==> config.mk <==
export PLATFORM = sky130hd
export DESIGN_NAME = thermal_derate_ctrl
export DESIGN_NICKNAME = d
export VERILOG_FILES = /design/src/rtl/thermal_pkg.sv /design/src/rtl/thermal_hot_max.sv /design/src/rtl/thermal_fan_curve.sv /design/src/rtl/thermal_derate_fsm.sv /design/src/rtl/thermal_derate_ctrl.sv
export SDC_FILE = /design/constraint.sdc
export NUM_CORES = 1
export LEC_CHECK = 0
export ABC_AREA = 1
export BUFFER_PORTS_ARGS = -buffer_cell sky130_fd_sc_hd__buf_2
export CELL_PAD_IN_SITES_DETAIL_PLACEMENT = 0
export CELL_PAD_IN_SITES_GLOBAL_PLACEMENT = 1
export CORE_MARGIN = 8
export CORE_UTILIZATION = 43
export CTS_BUF_LIST = sky130_fd_sc_hd__clkbuf_4 sky130_fd_sc_hd__clkbuf_8
export CTS_CLUSTER_SIZE = 14
export DETAILED_ROUTE_END_ITERATION = 6
export PLACE_DENSITY_LB_ADDON = 0.1
export SLEW_MARGIN = 15
export SYNTH_ARGS = -nofsm -noshare
export SYNTH_HDL_FRONTEND = slang
export SYNTH_SLANG_ARGS = --single-unit
==> constraint.sdc <==
create_clock -name clk -period 2.7 [get_ports clk]
set_input_delay 0.135 -clock clk [delete_from_list [all_inputs] [get_ports clk]]
set_output_delay 0.135 -clock clk [all_outputs]
set_load 0.1 [all_outputs]
==> src/rtl/thermal_pkg.sv <==
package thermal_pkg;

  typedef enum int {
    DR_NONE       = 0,
    DR_PORT_RATE  = 1,
    DR_PORT_COUNT = 2,
    DR_POWER_CAP  = 3
  } derate_code_e;

  // Linear blend between two breakpoints, rounded toward zero.
  function automatic int curve_interp(input int t, input int t_lo, input int t_hi,
                                      input int d_lo, input int d_hi);
    return d_lo + ((t - t_lo) * (d_hi - d_lo)) / (t_hi - t_lo);
  endfunction

endpackage

==> src/rtl/thermal_hot_max.sv <==
module thermal_hot_max #(
  parameter int N  = 4,
  parameter int TW = 8
) (
  input  logic [N*TW-1:0] temps,
  input  logic [N-1:0]    bad,
  output logic [TW-1:0]   hottest
);

  logic [N:0][TW-1:0] run;

  assign run[0] = '0;

  for (genvar i = 0; i < N; i++) begin : g_stage
    logic [TW-1:0] cand;
    assign cand       = bad[i] ? '0 : temps[i*TW +: TW];
    assign run[i+1]   = (cand > run[i]) ? cand : run[i];
  end

  assign hottest = run[N];

endmodule

==> src/rtl/thermal_fan_curve.sv <==
module thermal_fan_curve
  import thermal_pkg::*;
#(
  parameter int NPTS = 4,
  parameter int TW   = 8,
  parameter int DW   = 8,
  parameter logic [NPTS-1:0][TW-1:0] BP_T = {8'd80, 8'd64, 8'd48, 8'd32},
  parameter logic [NPTS-1:0][DW-1:0] BP_D = {8'd255, 8'd160, 8'd96, 8'd64}
) (
  input  logic [TW-1:0] temp,
  output logic [DW-1:0] duty
);

  localparam int NSEG = NPTS - 1;

  logic [NSEG-1:0]         hit;
  logic [NSEG-1:0][DW-1:0] seg_duty;

  for (genvar s = 0; s < NSEG; s++) begin : g_seg
    assign hit[s] = (temp >= BP_T[s]) && (temp < BP_T[s+1]);
    assign seg_duty[s] = DW'(curve_interp(int'(temp), int'(BP_T[s]), int'(BP_T[s+1]),
                                          int'(BP_D[s]), int'(BP_D[s+1])));
  end

  always_comb begin
    if (temp < BP_T[0]) duty = BP_D[0];
    else                duty = BP_D[NPTS-1];
    for (int s = 0; s < NSEG; s++) begin
      if (hit[s]) duty = seg_duty[s];
    end
  end

endmodule

==> src/rtl/thermal_derate_fsm.sv <==
module thermal_derate_fsm #(
  parameter int TW     = 8,
  parameter int LEVELS = 3,
  parameter int DWELL  = 16,
  parameter logic [LEVELS-1:0][TW-1:0] ENTER_T = {8'd95, 8'd88, 8'd78},
  parameter logic [LEVELS-1:0][TW-1:0] EXIT_T  = {8'd90, 8'd82, 8'd70}
) (
  input  logic                          clk,
  input  logic                          rst_n,
  input  logic                          eval,
  input  logic [TW-1:0]                 hottest,
  input  logic                          fault,
  output logic [$clog2(LEVELS+1)-1:0]   level
);

  localparam int LW = $clog2(LEVELS + 1);
  localparam int CW = $clog2(DWELL + 1);

  logic [CW-1:0] age;
  logic [TW-1:0] enter_thr;
  logic [TW-1:0] exit_thr;
  logic          at_top;
  logic          step_up;
  logic          step_dn;

  always_comb begin
    enter_thr = '1;
    exit_thr  = '0;
    for (int k = 0; k < LEVELS; k++) begin
      if (level == LW'(k))     enter_thr = ENTER_T[k];
      if (level == LW'(k + 1)) exit_thr  = EXIT_T[k];
    end
  end

  assign at_top  = (level == LW'(LEVELS));
  assign step_up = eval && !at_top && (hottest >= enter_thr);
  assign step_dn = eval && !step_up && (level != '0) && !fault &&
                   (hottest < exit_thr) && (age == CW'(DWELL));

  always_ff @(posedge clk or negedge rst_n) begin
    if (!rst_n) begin
      level <= '0;
      age   <= '0;
    end else if (step_up) begin
      level <= level + 1'b1;
      age   <= '0;
    end else if (step_dn) begin
      level <= level - 1'b1;
      age   <= '0;
    end else if (age != CW'(DWELL)) begin
      age <= age + 1'b1;
    end
  end

endmodule

==> src/rtl/thermal_derate_ctrl.sv <==
module thermal_derate_ctrl
  import thermal_pkg::*;
#(
  parameter int N_HOT  = 4,
  parameter int TW     = 8,
  parameter int DW     = 8,
  parameter int NPTS   = 4,
  parameter int LEVELS = 3,
  parameter int DWELL  = 16,
  parameter logic [TW-1:0] PLAUS_MAX = 8'd150,
  parameter logic [NPTS-1:0][TW-1:0]   BP_T    = {8'd80, 8'd64, 8'd48, 8'd32},
  parameter logic [NPTS-1:0][DW-1:0]   BP_D    = {8'd255, 8'd160, 8'd96, 8'd64},
  parameter logic [LEVELS-1:0][TW-1:0] ENTER_T = {8'd95, 8'd88, 8'd78},
  parameter logic [LEVELS-1:0][TW-1:0] EXIT_T  = {8'd90, 8'd82, 8'd70}
) (
  input  logic                        clk,
  input  logic                        rst_n,
  input  logic                        in_valid,
  output logic                        in_ready,
  input  logic [N_HOT*TW-1:0]         in_hot,
  input  logic [TW-1:0]               in_inlet,
  input  logic [TW-1:0]               in_outlet,
  input  logic [N_HOT+1:0]            in_bad,
  output logic [DW-1:0]               fan_duty,
  output logic [$clog2(LEVELS+1)-1:0] derate_level,
  output logic                        alarm_fault,
  output logic                        alarm_crit
);

  localparam int NS = N_HOT + 2;
  localparam int LW = $clog2(LEVELS + 1);

  logic [NS-1:0][TW-1:0] readings;
  logic [NS-1:0]         sens_bad;
  logic                  fault_any;
  logic                  accept;
  logic [TW-1:0]         hottest;
  logic [DW-1:0]         curve_duty;

  assign readings = {in_hot, in_outlet, in_inlet};

  for (genvar i = 0; i < NS; i++) begin : g_plaus
    assign sens_bad[i] = in_bad[i] || (readings[i] > PLAUS_MAX);
  end

  assign fault_any = |sens_bad;
  assign accept    = in_valid && in_ready;

  thermal_hot_max #(.N(N_HOT), .TW(TW)) u_max (
    .temps   (in_hot),
    .bad     (sens_bad[NS-1:2]),
    .hottest (hottest)
  );

  thermal_fan_curve #(
    .NPTS(NPTS), .TW(TW), .DW(DW), .BP_T(BP_T), .BP_D(BP_D)
  ) u_curve (
    .temp (hottest),
    .duty (curve_duty)
  );

  thermal_derate_fsm #(
    .TW(TW), .LEVELS(LEVELS), .DWELL(DWELL), .ENTER_T(ENTER_T), .EXIT_T(EXIT_T)
  ) u_fsm (
    .clk     (clk),
    .rst_n   (rst_n),
    .eval    (accept),
    .hottest (hottest),
    .fault   (fault_any),
    .level   (derate_level)
  );

  always_ff @(posedge clk or negedge rst_n) begin
    if (!rst_n) begin
      in_ready    <= 1'b0;
      fan_duty    <= '1;
      alarm_fault <= 1'b0;
    end else begin
      in_ready <= 1'b1;
      if (accept) begin
        fan_duty    <= fault_any ? '1 : curve_duty;
        alarm_fault <= fault_any;
      end
    end
  end

  assign alarm_crit = (derate_level == LW'(LEVELS));

endmodule

==> impl_metrics.py <==
metrics = {
    "synth": {
        "synth_compound_area_frac": 0.128,
        "synth-seq-cells": 17,
        "yosysMostFrequentCell": "inv_1",
        "ys_top_cells_by_count": "141 x inv_1, 129 x nand2_1, 80 x ha_1, 58 x nor2_1, 35 x nand3_1",
        "netlist_area_um2": 4400,
        "yosysTopAreaCell": "ha_1",
        "async_reset_ff_frac": 1.00,
        "synth_nets": 813,
        "synthCells": 653,
        "synth_ff_type": "dfrtp_1",
        "synth_top_family_by_area": "adder cells",
        "synth-xor-area-share": 0.0339,
        "ys_seq_area_frac": 0.0990,
        "synth_warnings": 0,
        "synth_edf_count": 0,
        "synth_cell_types": 39,
        "avgSynthCellArea_um2": 6.73,
        "muxShareOfSynthArea": 0,
        "synth_area_leaders": "ha_1 23%, inv_1 12%, nand2_1 11%",
        "synth-simple-area-share": 0.269,
        "yosys.area_share.adder": 0.332,
        "synth_top_cell_area_share": 0.228,
    },
    "die": {
        "die_height_um": 117,
        "core_um2": 10100,
        "die_area_um2": 13700,
        "die_x_um": 117,
        "start_util": 0.434,
        "fp-row-count": 37,
        "io_pins": 70,
    },
    "setup_path": {
        "crit_path_end_kind": "register",
        "reg2reg_depth": 18,
        "cp_slowest_cell": "fa_1",
        "required_ns": 2.90,
        "worst-path-buf-inv": 14,
        "worstReg2RegEnd": "u_fsm.age[1]$_DFFE_PN0P_",
        "path_common_cell": "nand2_1",
        "cpLargestDelayFamily": "simple AND/OR/NAND/NOR gates",
        "worst_setup_path_start_kind": "primary input",
        "crit_arrival_ns": 8.58,
        "path_class": "primary input to register",
        "worst_r2r_startpoint": "u_fsm.level[0]$_DFFE_PN0P_",
        "r2r_slack_ns": 0.17,
        "max_stage_delay_ns": 0.42,
        "critPathMaxFanout": 6,
    },
    "status": {
        "violations": "negative setup slack",
        "status": "finished with violations",
    },
    "placed_design": {
        "dp_hpwl_mm": 11.7,
        "gp_congestion": 0.889,
        "io_buffers": 69,
    },
    "timing": {
        "setup_ws_ns": -5.68,
        "timing.fmax_ghz": 0.119,
        "post-route-period-util": 3.10,
        "fin_crit_ns": 8.38,
        "setup_viol": 15,
        "timing.final.max_slew_violations": 0,
        "slew_headroom": 0.608,
        "clock_skew_ns": 0.00595,
        "hold_viol": 0,
        "max_slew.worst_pin.slew_ns": 0.583,
        "setup_tns_ns": -70.23,
        "rsz0062_at_grt": "true",
    },
    "cts": {
        "tritoncts": "built",
        "clock_latency_ns": 0.25,
        "h-tree-depth": 1,
        "clk_pin_slew_ns": 0.07,
        "clockRootBuffer": "clkbuf_8",
        "cts_buffer_depth": 2,
        "cts_buffers": 3,
        "clkSinkCount": 17,
    },
    "finish": {
        "multi_input_comb_area_um2": 4330,
        "nFillCells": 740,
        "fin_nets": 1130,
        "final_core_util": 0.781,
        "syn_to_final_growth_pct": 80.1,
        "diodes": 0,
        "seqCellArea_um2": 435,
        "layout-drive-gt1-share": 0.553,
    },
    "detailed_routing": {
        "drt_iter0_drc": 228,
        "wl_per_cell_um": 14.7,
        "ant_nets": 0,
        "drt_wl_total_mm": 16.3,
        "drt_pass1_iterations": 4,
        "drc": 0,
        "vias": 5358,
        "vias_per_cell": 4.85,
    },
    "worst_hold_path": {
        "hold_class": "primary input to asynchronous set/reset pin",
    },
    "global_route": {
        "grt_pass1_vias": 5835,
        "grt_usage": 0.239,
        "grt_pass1_wl_mm": 26.4,
        "grt_max_degree": 18,
        "overflow": 0,
        "antenna_found_initial": 0,
    },
    "run": {
        "cap_viol_max_count": 0,
    },
}
==> worst max path at each step <==
stage	startpoint	end	slack [ns]	depth (start not counted)
2_1_floorplan	in_hot[0]	fan_duty[7]$_DFFE_PN1P_	-5.37	68
3_3_place_gp	in_hot[0]	fan_duty[7]$_DFFE_PN1P_	-5.86	69
3_5_place_dp	in_hot[8]	fan_duty[7]$_DFFE_PN1P_	-6.11	67
4_1_cts	in_hot[3]	fan_duty[7]$_DFFE_PN1P_	-5.38	73
5_1_grt	in_hot[3]	fan_duty[7]$_DFFE_PN1P_	-6.16	72
6_report	in_hot[1]	fan_duty[7]$_DFFE_PN1P_	-5.68	72
==> logic make-up (layout without fill, tap and decap cells) <==
| family | Yosys count | in the layout |
|---|---|---|
| adder cells (fa/ha/maj) | 103 | 103 |
| XOR/XNOR | 17 | 17 |
| other | 1 | 1 |
| AO/OA/AOI/OAI | 95 | 95 |
| AND/OR/NAND/NOR | 266 | 267 |
| flip-flops | 17 | 17 |
| buffers and inverters | 154 | 469 |
==> routing by layer <==
| metal | wire length (µm) | share of wire | vias to the layer above | global-route usage |
|---|---|---|---|---|
| met2 | 8160 | 0.50 | 141 | 0.448 |
| met3 | 747 | 0.046 | 33 | 0.0185 |
| met5 | 0 | 0 | - | 0 |
| met4 | 359 | 0.022 | 0 | 0.0444 |
| li1 | - | - | 2682 | - |
| met1 | 7020 | 0.43 | 2502 | 0.293 |
==> flip-flops by register name, summed over array words and instances, names as in the netlist <==
register     cells
u_fsm.age        5
alarm_fault      1
u_fsm.level      2
fan_duty         8
in_ready         1
==> per-stage QoR <==
stage | std cells | instance area [µm²] | setup WS (ns) | hold slack [ns]
finish | 1105 | 7920 | -5.68 | 0.322
global route | 1105 | 7920 | -6.16 | 0.372
CTS | 1095 | 7620 | -5.38 | 0.334
detailed placement | 1031 | 6510 | -6.11 | 0.0724
global placement | 1031 | 6510 | -5.86 | 0.0692
floorplan | 653 | 4690 | -5.37 | -0.161
==> final cells by class <==
type                            count  area share
Tap cell                          136      0.0215
Multi-Input combinational cell    483       0.546
Timing Repair Buffer              317       0.297
Sequential cell                    17      0.0550
Inverter                          148      0.0741
Clock buffer                        4     0.00616
==> cell usage in the layout, fill, tap and decap left out, types with 2 or more instances in the layout <==
cell and n:
buf_6 27, a21oi_2 19, nand3_2 6, xnor2_1 2, buf_2 63, ha_1 49
o21ai_4 9, and3_1 3, buf_4 224, a21o_1 3, nand3_1 24, nand3_4 9
fa_2 2, ha_4 27, nor2_2 12, inv_4 4, xor2_1 13, inv_1 117
o21ai_1 14, a21oi_4 2, nor2_4 8, ha_2 4, nand2_2 37, o21ai_0 13
nor3_1 5, o21ai_2 16, and2_4 3, clkbuf_8 3, a21oi_1 10, fa_1 21
nand4_1 5, buf_12 2, nor2_1 41, nand2_4 16, inv_2 23, o21a_1 2
dfstp_2 8, dfrtp_1 9, nand2_1 95
==> repair_timing <==
item | 4_1_cts | 5_1_grt
cloned | 1 | 0
resized for setup | 142 | 45
hold buffers | 1 | 0
endpoints found under the hold margin | 9 | 0
buffers inserted | 60 | 10
pin swaps | 86 | 61
endpoints found under the setup margin | 15 | 15
Power is left out: the tool's default activity adds up to more than one toggle a clock period on the data nets, which glitch-free logic cannot reach.
